[config.mk]
export PLATFORM = sky130hd
export DESIGN_NAME = cfg_spi_port
export DESIGN_NICKNAME = d
export VERILOG_FILES = /design/src/rtl/cfg_spi_port.sv
export SDC_FILE = /design/constraint.sdc
export NUM_CORES = 2
export LEC_CHECK = 0
export BUFFER_PORTS_ARGS = -buffer_cell sky130_fd_sc_hd__buf_4
export CAP_MARGIN = 30
export CORE_MARGIN = 3
export CORE_UTILIZATION = 45
export CTS_CLUSTER_SIZE = 14
export DETAILED_ROUTE_END_ITERATION = 12
export GPL_TIMING_DRIVEN = 0
export HOLD_SLACK_MARGIN = 0.08
export PLACE_DENSITY_LB_ADDON = 0.2
export SLEW_MARGIN = 25
export SYNTH_ARGS = -nofsm -noshare
export SYNTH_HDL_FRONTEND = slang
export SYNTH_SLANG_ARGS = --single-unit
[constraint.sdc]
create_clock -name clk -period 6.7 [get_ports clk]
set_input_delay 0.67 -clock clk [delete_from_list [all_inputs] [get_ports clk]]
set_output_delay 0.67 -clock clk [all_outputs]
set_load 0.03 [all_outputs]
[src/rtl/cfg_spi_port.sv]
module cfg_spi_port #(
  parameter int          RST_CYCLES = 1000,
  parameter logic [15:0] PROD_ID    = 16'h0072,
  parameter logic [15:0] VENDOR_ID  = 16'h0456
) (
  input  logic        clk,
  input  logic        rst_n,
  input  logic        sclk,
  input  logic        cs_n,
  input  logic        mosi,
  output logic        miso,
  output logic        conv_active,
  output logic        low_power,
  output logic [1:0]  pwr_mode,
  output logic [1:0]  op_mode,
  output logic [7:0]  avg_cfg,
  output logic [7:0]  gp_route,
  output logic [7:0]  irq_route,
  output logic [7:0]  timer_cfg,
  output logic [15:0] gain_word
);
  localparam int          NREG    = 128;
  localparam int          HOLD_W  = $clog2(RST_CYCLES + 1);
  localparam int          PAT_LEN = 18;
  localparam logic [7:0]  EXIT_CMD = 8'hA8;
  localparam logic [6:0]  A_CMD    = 7'h20;
  localparam logic [6:0]  A_STAT   = 7'h41;
  localparam logic [6:0]  A_GAIN_H = 7'h2E;

  logic [2:0] sclk_q, cs_q;
  logic [1:0] mosi_q;
  logic [2:0] bit_cnt;
  logic [6:0] rx_sr;
  logic [4:0] byte_pos;
  logic       pat_ok, frame_live, rd_frame, conv_q, rst_flag, miso_q;
  logic [6:0] cur_addr;
  logic [7:0] tx_sr;
  logic [HOLD_W-1:0] hold_cnt;
  logic [7:0] mem [NREG];

  wire sclk_rise = sclk_q[1] & ~sclk_q[2];
  wire sclk_fall = ~sclk_q[1] & sclk_q[2];
  wire cs_live   = ~cs_q[1];
  wire cs_start  = ~cs_q[1] & cs_q[2];
  wire mosi_s    = mosi_q[1];
  wire hold_busy = hold_cnt != '0;

  wire [7:0] rx_byte   = {rx_sr, mosi_s};
  wire       byte_done = cs_live & sclk_rise & (bit_cnt == 3'd7);
  wire       first     = byte_pos == 5'd0;
  wire [7:0] pat_exp   = (byte_pos == 5'd5 || byte_pos == 5'd11 || byte_pos == 5'd17) ? 8'hFE : 8'hFF;
  wire       pat_hit   = byte_done & frame_live & pat_ok & (byte_pos == 5'(PAT_LEN - 1)) & (rx_byte == pat_exp);
  wire       acc       = byte_done & frame_live & ~pat_hit;
  wire       exit_hit  = acc & conv_q & first & (rx_byte == EXIT_CMD);
  wire       addr_ph   = acc & ~conv_q & first;
  wire       data_ph   = acc & ~conv_q & ~first;
  wire       wr_en     = data_ph & ~rd_frame;

  function automatic logic readable(input logic [6:0] a);
    return (a <= 7'h06) || (a >= 7'h0A && a <= 7'h11) ||
           (a >= 7'h20 && a <= 7'h2F) || (a >= 7'h40 && a <= 7'h45);
  endfunction

  function automatic logic storable(input logic [6:0] a);
    return (a <= 7'h02) || (a == 7'h0A) || (a >= 7'h0E && a <= 7'h11) ||
           (a >= 7'h21 && a <= 7'h2F) || (a == 7'h40);
  endfunction

  function automatic logic [7:0] rd_val(input logic [6:0] a);
    if (!readable(a)) return 8'h00;
    case (a)
      7'h04:   return PROD_ID[15:8];
      7'h05:   return PROD_ID[7:0];
      7'h0C:   return VENDOR_ID[15:8];
      7'h0D:   return VENDOR_ID[7:0];
      A_CMD:   return 8'h00;
      A_STAT:  return {~hold_busy, rst_flag, 6'b0};
      default: return mem[a];
    endcase
  endfunction

  always_ff @(posedge clk or negedge rst_n) begin
    if (!rst_n) begin
      sclk_q <= '0;
      cs_q   <= '1;
      mosi_q <= '0;
    end else begin
      sclk_q <= {sclk_q[1:0], sclk};
      cs_q   <= {cs_q[1:0], cs_n};
      mosi_q <= {mosi_q[0], mosi};
    end
  end

  always_ff @(posedge clk or negedge rst_n) begin
    if (!rst_n) begin
      bit_cnt    <= '0;
      rx_sr      <= '0;
      byte_pos   <= '0;
      pat_ok     <= 1'b1;
      frame_live <= 1'b0;
      rd_frame   <= 1'b0;
      cur_addr   <= '0;
      tx_sr      <= '0;
      miso_q     <= 1'b0;
    end else if (!cs_live) begin
      bit_cnt  <= '0;
      byte_pos <= '0;
      pat_ok   <= 1'b1;
      tx_sr    <= '0;
      miso_q   <= 1'b0;
    end else begin
      if (cs_start) frame_live <= ~hold_busy;
      if (pat_hit)  frame_live <= 1'b0;
      if (sclk_rise) begin
        rx_sr   <= {rx_sr[5:0], mosi_s};
        bit_cnt <= bit_cnt + 3'd1;
      end
      if (byte_done) begin
        if (byte_pos != 5'd31) byte_pos <= byte_pos + 5'd1;
        pat_ok <= pat_ok & (rx_byte == pat_exp);
      end
      if (addr_ph) begin
        rd_frame <= rx_byte[7];
        cur_addr <= rx_byte[6:0];
        tx_sr    <= rx_byte[7] ? rd_val(rx_byte[6:0]) : 8'h00;
      end else if (data_ph) begin
        cur_addr <= cur_addr + 7'd1;
        tx_sr    <= rd_frame ? rd_val(cur_addr + 7'd1) : 8'h00;
      end
      if (sclk_fall) begin
        miso_q <= tx_sr[7];
        tx_sr  <= {tx_sr[6:0], 1'b0};
      end
    end
  end

  always_ff @(posedge clk or negedge rst_n) begin
    if (!rst_n) begin
      conv_q   <= 1'b0;
      rst_flag <= 1'b1;
      hold_cnt <= HOLD_W'(RST_CYCLES);
    end else if (pat_hit) begin
      conv_q   <= 1'b0;
      rst_flag <= 1'b1;
      hold_cnt <= HOLD_W'(RST_CYCLES);
    end else begin
      if (hold_busy) hold_cnt <= hold_cnt - 1'b1;
      if (exit_hit) conv_q <= 1'b0;
      else if (wr_en && cur_addr == A_CMD && rx_byte[0]) conv_q <= 1'b1;
      if (wr_en && cur_addr == A_STAT && rx_byte[6]) rst_flag <= 1'b0;
    end
  end

  always_ff @(posedge clk or negedge rst_n) begin
    if (!rst_n) begin
      for (int i = 0; i < NREG; i++) mem[i] <= (i == int'(A_GAIN_H)) ? 8'h80 : 8'h00;
    end else if (pat_hit) begin
      for (int i = 0; i < NREG; i++) mem[i] <= (i == int'(A_GAIN_H)) ? 8'h80 : 8'h00;
    end else if (wr_en && storable(cur_addr)) begin
      mem[cur_addr] <= rx_byte;
    end
  end

  assign miso        = miso_q;
  assign conv_active = conv_q;
  assign pwr_mode    = mem[7'h02][1:0];
  assign low_power   = &mem[7'h02][1:0];
  assign op_mode     = mem[7'h21][1:0];
  assign avg_cfg     = mem[7'h23];
  assign gp_route    = mem[7'h24];
  assign irq_route   = mem[7'h25];
  assign timer_cfg   = mem[7'h27];
  assign gain_word   = {mem[7'h2E], mem[7'h2F]};
endmodule

* After elaboration in Yosys (flattened, before gate mapping) *
Cells that the tools add are included.

operators by class
  bitwise operators = 29
  mux-type cells = 51
  eq/ne operators = 23
  reduce and logical (&&, ||, !) cells = 47
  magnitude comparators = 23
  add/subtract/negate cells = 4

operators by type and width
  kind                                                                               number
  1024-bit two-way mux                                                               2
  1024-bit bitwise mux                                                               1
  8-bit two-way mux                                                                  15
  8-bit binary-select mux with 7-bit select                                          2
  8-bit one-hot mux with 5 select lines                                              2
  8-bit demux with 7-bit select                                                      1
  7-bit by 4-bit equality test with 1-bit output (second input constant)             5
  7-bit by 3-bit equality test with 1-bit output (second input constant)             4
  7-bit equality test (second input constant)                                        4
  8-bit >= comparator (second input constant)                                        3
  7-bit inverter with 8-bit output                                                   3
  7-bit by 6-bit equality test with 1-bit output (second input constant)             3
  7-bit by 4-bit >= comparator with 1-bit output (second input constant)             3
  7-bit by 6-bit >= comparator with 1-bit output (second input constant)             3
  7-bit by 5-bit less-or-equal comparator with 1-bit output (second input constant)  3
  7-bit by 6-bit less-or-equal comparator with 1-bit output (second input constant)  3
  10-bit two-way mux                                                                 2
  1-bit two-way mux                                                                  19
  1-bit bitwise AND                                                                  18
  2-bit nonzero test                                                                 9
  5-bit two-way mux                                                                  3
  7-bit >= comparator (second input constant)                                        2
  7-bit by 3-bit less-or-equal comparator with 1-bit output (second input constant)  2
  7-bit less-or-equal comparator (second input constant)                             2
  24 further kinds                                                                   63

storage, ports and cells
  output and inout bits = 55
  input port bits = 5
  logic and storage cells = 320
  bits in registers = 1078

* Logic depth before layout (Yosys ltp) *
  word-level depth = 21
  mapped depth = 15
  mapped depth without buffers = 10

* Least setup slack after synthesis *
Ideal clock, no wire load.

  path type = reg-to-reg
  start point = register cur_addr[1]
  end point = register tx_sr[4]
  arrival time = 3.151 ns
  library setup time = 0.136 ns
  period minus slack after synthesis = 3.287 ns
  setup slack = 3.413 ns
  cell stages (with the launch flop) = 14
  data required time = 6.564 ns
  path through = dfrtp_1 > buf_2 > inv_1 > ha_1 > buf_4 > buf_4 > buf_2 > clkbuf_1 > clkbuf_1 > mux4_2 > o21ai_0 > a21oi_1 > o311ai_0 > a21oi_1

on the way
  longest elaborated chain between the ends = 16
  elaborated cells between the ends (all ways) = 36

ends and longest elaborated chain
  item                                                                                                                                line  source
  start, declared                                                                                                                     36    logic [6:0] cur_addr;
  start signal, assigned                                                                                                              124   cur_addr <= rx_byte[6:0];
  start signal, assigned                                                                                                              127   cur_addr <= cur_addr + 7'd1;
  7-bit by 1-bit adder with 7-bit output (*)                                                                                          128   tx_sr <= rd_frame ? rd_val(cur_addr + 7'd1) : 8'h00;
  7-bit by 4-bit >= comparator with 1-bit output / 7-bit by 5-bit less-or-equal comparator with 1-bit output (equally long branches)  60    return (a <= 7'h06) || (a >= 7'h0A && a <= 7'h11) ||
  1-bit logical AND                                                                                                                   60
  1-bit logical OR (2 in series)                                                                                                      60
  1-bit logical OR                                                                                                                    61    (a >= 7'h20 && a <= 7'h2F) || (a >= 7'h40 && a <= 7'h45);
  1-bit two-way mux                                                                                                                   70    if (!readable(a)) return 8'h00;
  1-bit two-way mux                                                                                                                   126   end else if (data_ph) begin
  1-bit two-way mux                                                                                                                   122   if (addr_ph) begin
  1-bit two-way mux                                                                                                                   105   end else if (!cs_live) begin
  8-bit two-way mux (*)                                                                                                               71    case (a)
  8-bit two-way mux (*)                                                                                                               128
  8-bit two-way mux (*)                                                                                                               126
  8-bit two-way mux (*)                                                                                                               122
  8-bit two-way mux (*)                                                                                                               130   if (sclk_fall) begin
  8-bit two-way mux (*)                                                                                                               105
  end signal, assigned                                                                                                                125   tx_sr <= rx_byte[7] ? rd_val(rx_byte[6:0]) : 8'h00;
  end signal, assigned                                                                                                                128
  end signal, assigned                                                                                                                132   tx_sr <= {tx_sr[6:0], 1'b0};
  end, declared                                                                                                                       37    logic [7:0] tx_sr;

Every way passes the cells marked *; elsewhere a longest branch is shown, timed or not. The select of a mux whose other input is x is not followed.
A chain may end at the register's enable or synchronous reset.

* Worst setup path after layout *
  start point = register cur_addr[0]
  end point = register tx_sr[4]

Same word-level chain as after synthesis.

==> metrics <==
Critical Path RT 7.35 ns; total wire length 233000 um; outcome complete, no violations; Main synth FF type dfrtp_1; post_cts resized 0; hold violation total from the final report 0; flops & latches, synth 1078; initial antenna violation count 27; top-count cell post-synth dfrtp_1; Syn Std Cell Area 53500 um2; max-slew violation count 0; top post-synthesis cells by area dfrtp_1 (50%), mux4_2 (20%), and2_1 (8.9%); WS Path Type flop to flop; endpoints failing setup 0; Tmin final 6.21 ns; Post-synth EDFFs 0; placed inst area 56800 um2; top cell type's share of synthesized area 49.8%; fin crit share 92.6%; simple-gate portion of the synthesized area 15.9%; Fin Setup TNS 0 ns; total number of yosys warnings 0; crit-path cells buf_2 -> inv_2 -> ha_1 -> buf_2 -> buf_2 -> clkbuf_1 -> buf_2 -> mux4_2 -> mux2i_1 -> a32oi_1 -> o21ai_0 -> a22oi_1 -> o311ai_0 -> buf_2 -> a21oi_1; Syn Inst Count 4268; actual slew at the worst max-slew pin 1.11 ns; vias in the first global route 39.7k; Layout fillers 10.2k; RSZ-0062 raised after global routing no; post-synthesis xor/xnor area fraction 0.325%; post-DR wirelength/cell 38.1 um; hold buffer count at cts 4; CTS Root Cell clkbuf_16; total number of vias 41.0k; DR vias/cell 6.70; largest family of logic cells by synthesized area multiplexers; non-filler cells, final 6125; Antenna Violating Nets Remaining 0; sequential share of the synthesized area 50.4%; mux cell area share after synthesis 22.9%; clock slew at reported path FFs 0.07 ns; worst min path class flop to flop; Worst Setup Start Kind flop; Max VDD drop 0.253 mV; Area growth syn-to-layout 13.8%; DP Wirelength 166000 um; pwr/cell area 256 nW/um2; Slew headroom 25.8%; clock buffer depth 3; Clock Latency Late Sink 0.76 ns; Distinct cells, synth 86; nets 4508; Iter 0 DRT Violations 6216; maximum number of pins on one net before global-route repair 131; die width 351 um; Residual DRC 0; TritonCTS buffer count 116; P_leak 27.0 nW; ys async rst share 100%; syn_area_per_cell 12.5 um2; crit path max fanout 11; Max Clk Rate 161 MHz; CP max-delay cell buf_2; total core area 117000 um2; clk_skew 0.0323 ns; All-Layer GR Usage 38.2%; post-route cell area 60900 um2; crit path DAT 6.85 ns; Multi-input gate area 24400 um2; port buffer count 59; GRT overflow 0; Net Count, Synth 4285; detailed-router iteration count before antenna repair 8; cell mode on critical path buf_2; global-route wire length before repair 324000 um; FF/Latch Area 27000 um2; Die Y 351 um; number of instances in the placed design 5888; buffer count from post-CTS setup fixing 0; CTS tree yes; H-tree lvl count 3; # IOs 60; largest area contributor in the netlist dfrtp_1; Die Footprint 123000 um2; endpoint type of the worst setup path flop; Starting Density 45.7%; Clock Sinks 1078; final RePlAce weighted congestion 1.05; slowest stage delay, CP 0.67 ns; layout cell share with drive strength beyond 1 23.7%; Max Cap Viol 0; Synth top cells by count dfrtp_1 (1066), and2_1 (760), mux4_2 (478), o21ai_0 (277), nand2_1 (270); post-synthesis adder-cell area fraction 0.280%; post-synthesis compound-gate area fraction 5.94%; Rows 125
==> per-stage QoR <==
step	power (mW)	setup slack (ns)	hold slack, ns	utilization, %
2_1_floorplan	7.59	3.41	0.331	-
3_3_place_gp	8.78	-8.25	0.343	47.7
3_5_place_dp	8.85	0.857	0.343	48.5
4_1_cts	15.5	0.808	0.359	51.9
5_1_grt	15.9	0.569	0.362	52.0
6_report	15.6	0.493	0.353	52.0
==> cell type report <==
class / count / share of cell area (%)
antenna: 10 / 0.0411
tap: 1524 / 3.13
buffer: 442 / 3.71
inverter: 16 / 0.0986
sequential: 1078 / 44.3
multi-input combinational: 2732 / 40.0
clock inverter: 44 / 0.844
timing repair buffer: 105 / 2.18
clock buffer: 174 / 5.70
==> cells by family (layout without fill, tap and decap cells) <==
group | Yosys count | count (layout)
DFF | 1078 | 1078
muxes | 626 | 626
buffers and inverters | 458 | 781
and+or+nand+nor | 1552 | 1552
AOI/OAI and AO/OA | 523 | 523
other | 0 | 10
xor gates and xnor gates | 19 | 19
adders and majority gates | 12 | 12
==> flip-flops by register name, indices dropped and copies added, names as in the netlist, 8 cells and up <==
register and flops:
avg_cfg 8, gain_word 16, gp_route 8, hold_cnt 10, irq_route 8, mem 972, timer_cfg 8, tx_sr 8
==> critical path, delay by kind of cell, from the launching register on <==
family / cells / cell delay [ns]
muxes: 2 / 0.43
AOI/OAI and AO/OA: 5 / 1.58
adders and majority gates: 1 / 0.62
buffers and inverters: 7 / 2.96
DFF: 1 / 0.47
==> path summary, 6_finish.rpt <==
check	start	end	slack, ns	cells after the start
worst max register to register	cur_addr[0]$_DFFE_PN0P_	tx_sr[4]$_DFFE_PN0P_	0.49	15
worst min-delay path	mosi_q[0]$_DFF_PN0_	mosi_q[1]$_DFF_PN0_	0.35	0
min in group asynchronous	rst_n	mem[68]$_DFFE_PN0P_	0.52	2
worst max-delay path	cur_addr[0]$_DFFE_PN0P_	tx_sr[4]$_DFFE_PN0P_	0.49	15
worst min register to register	mosi_q[0]$_DFF_PN0_	mosi_q[1]$_DFF_PN0_	0.35	0
max in group asynchronous	rst_n	avg_cfg[0]$_DFFE_PN0P_	4.10	5
==> metal layers <==
metal  GRT usage [%]  vias to the layer above  wire length, um
met4            21.6                       18            16600
li1                -                    15900                -
met2            52.6                     3017            95900
met5               0                        -              107
met3            14.8                      683            31400
met1            51.8                    21400            89100
==> report_power, final <==
part | switching (mW) | internal, mW
Sequential | 0.0274 | 6.53
Combinational | 1.79 | 0.498
Clock | 2.86 | 3.89
Total | 4.68 | 10.9
==> layout by cell type, fill, tap and decap left out, types with 52 or more instances in the layout <==
cell / Yosys / final
clkbuf_2: 5 / 52
and2_1: 760 / 760
mux4_2: 478 / 478
buf_4: 77 / 136
clkbuf_16: 0 / 117
mux2i_1: 130 / 130
nand3_1: 251 / 251
o21ai_0: 277 / 277
buf_2: 83 / 98
clkbuf_1: 226 / 203
nor2_1: 104 / 102
nand2_1: 270 / 270
dfrtp_1: 1066 / 1066
No activity file was read; power rests on OpenSTA's default activity.
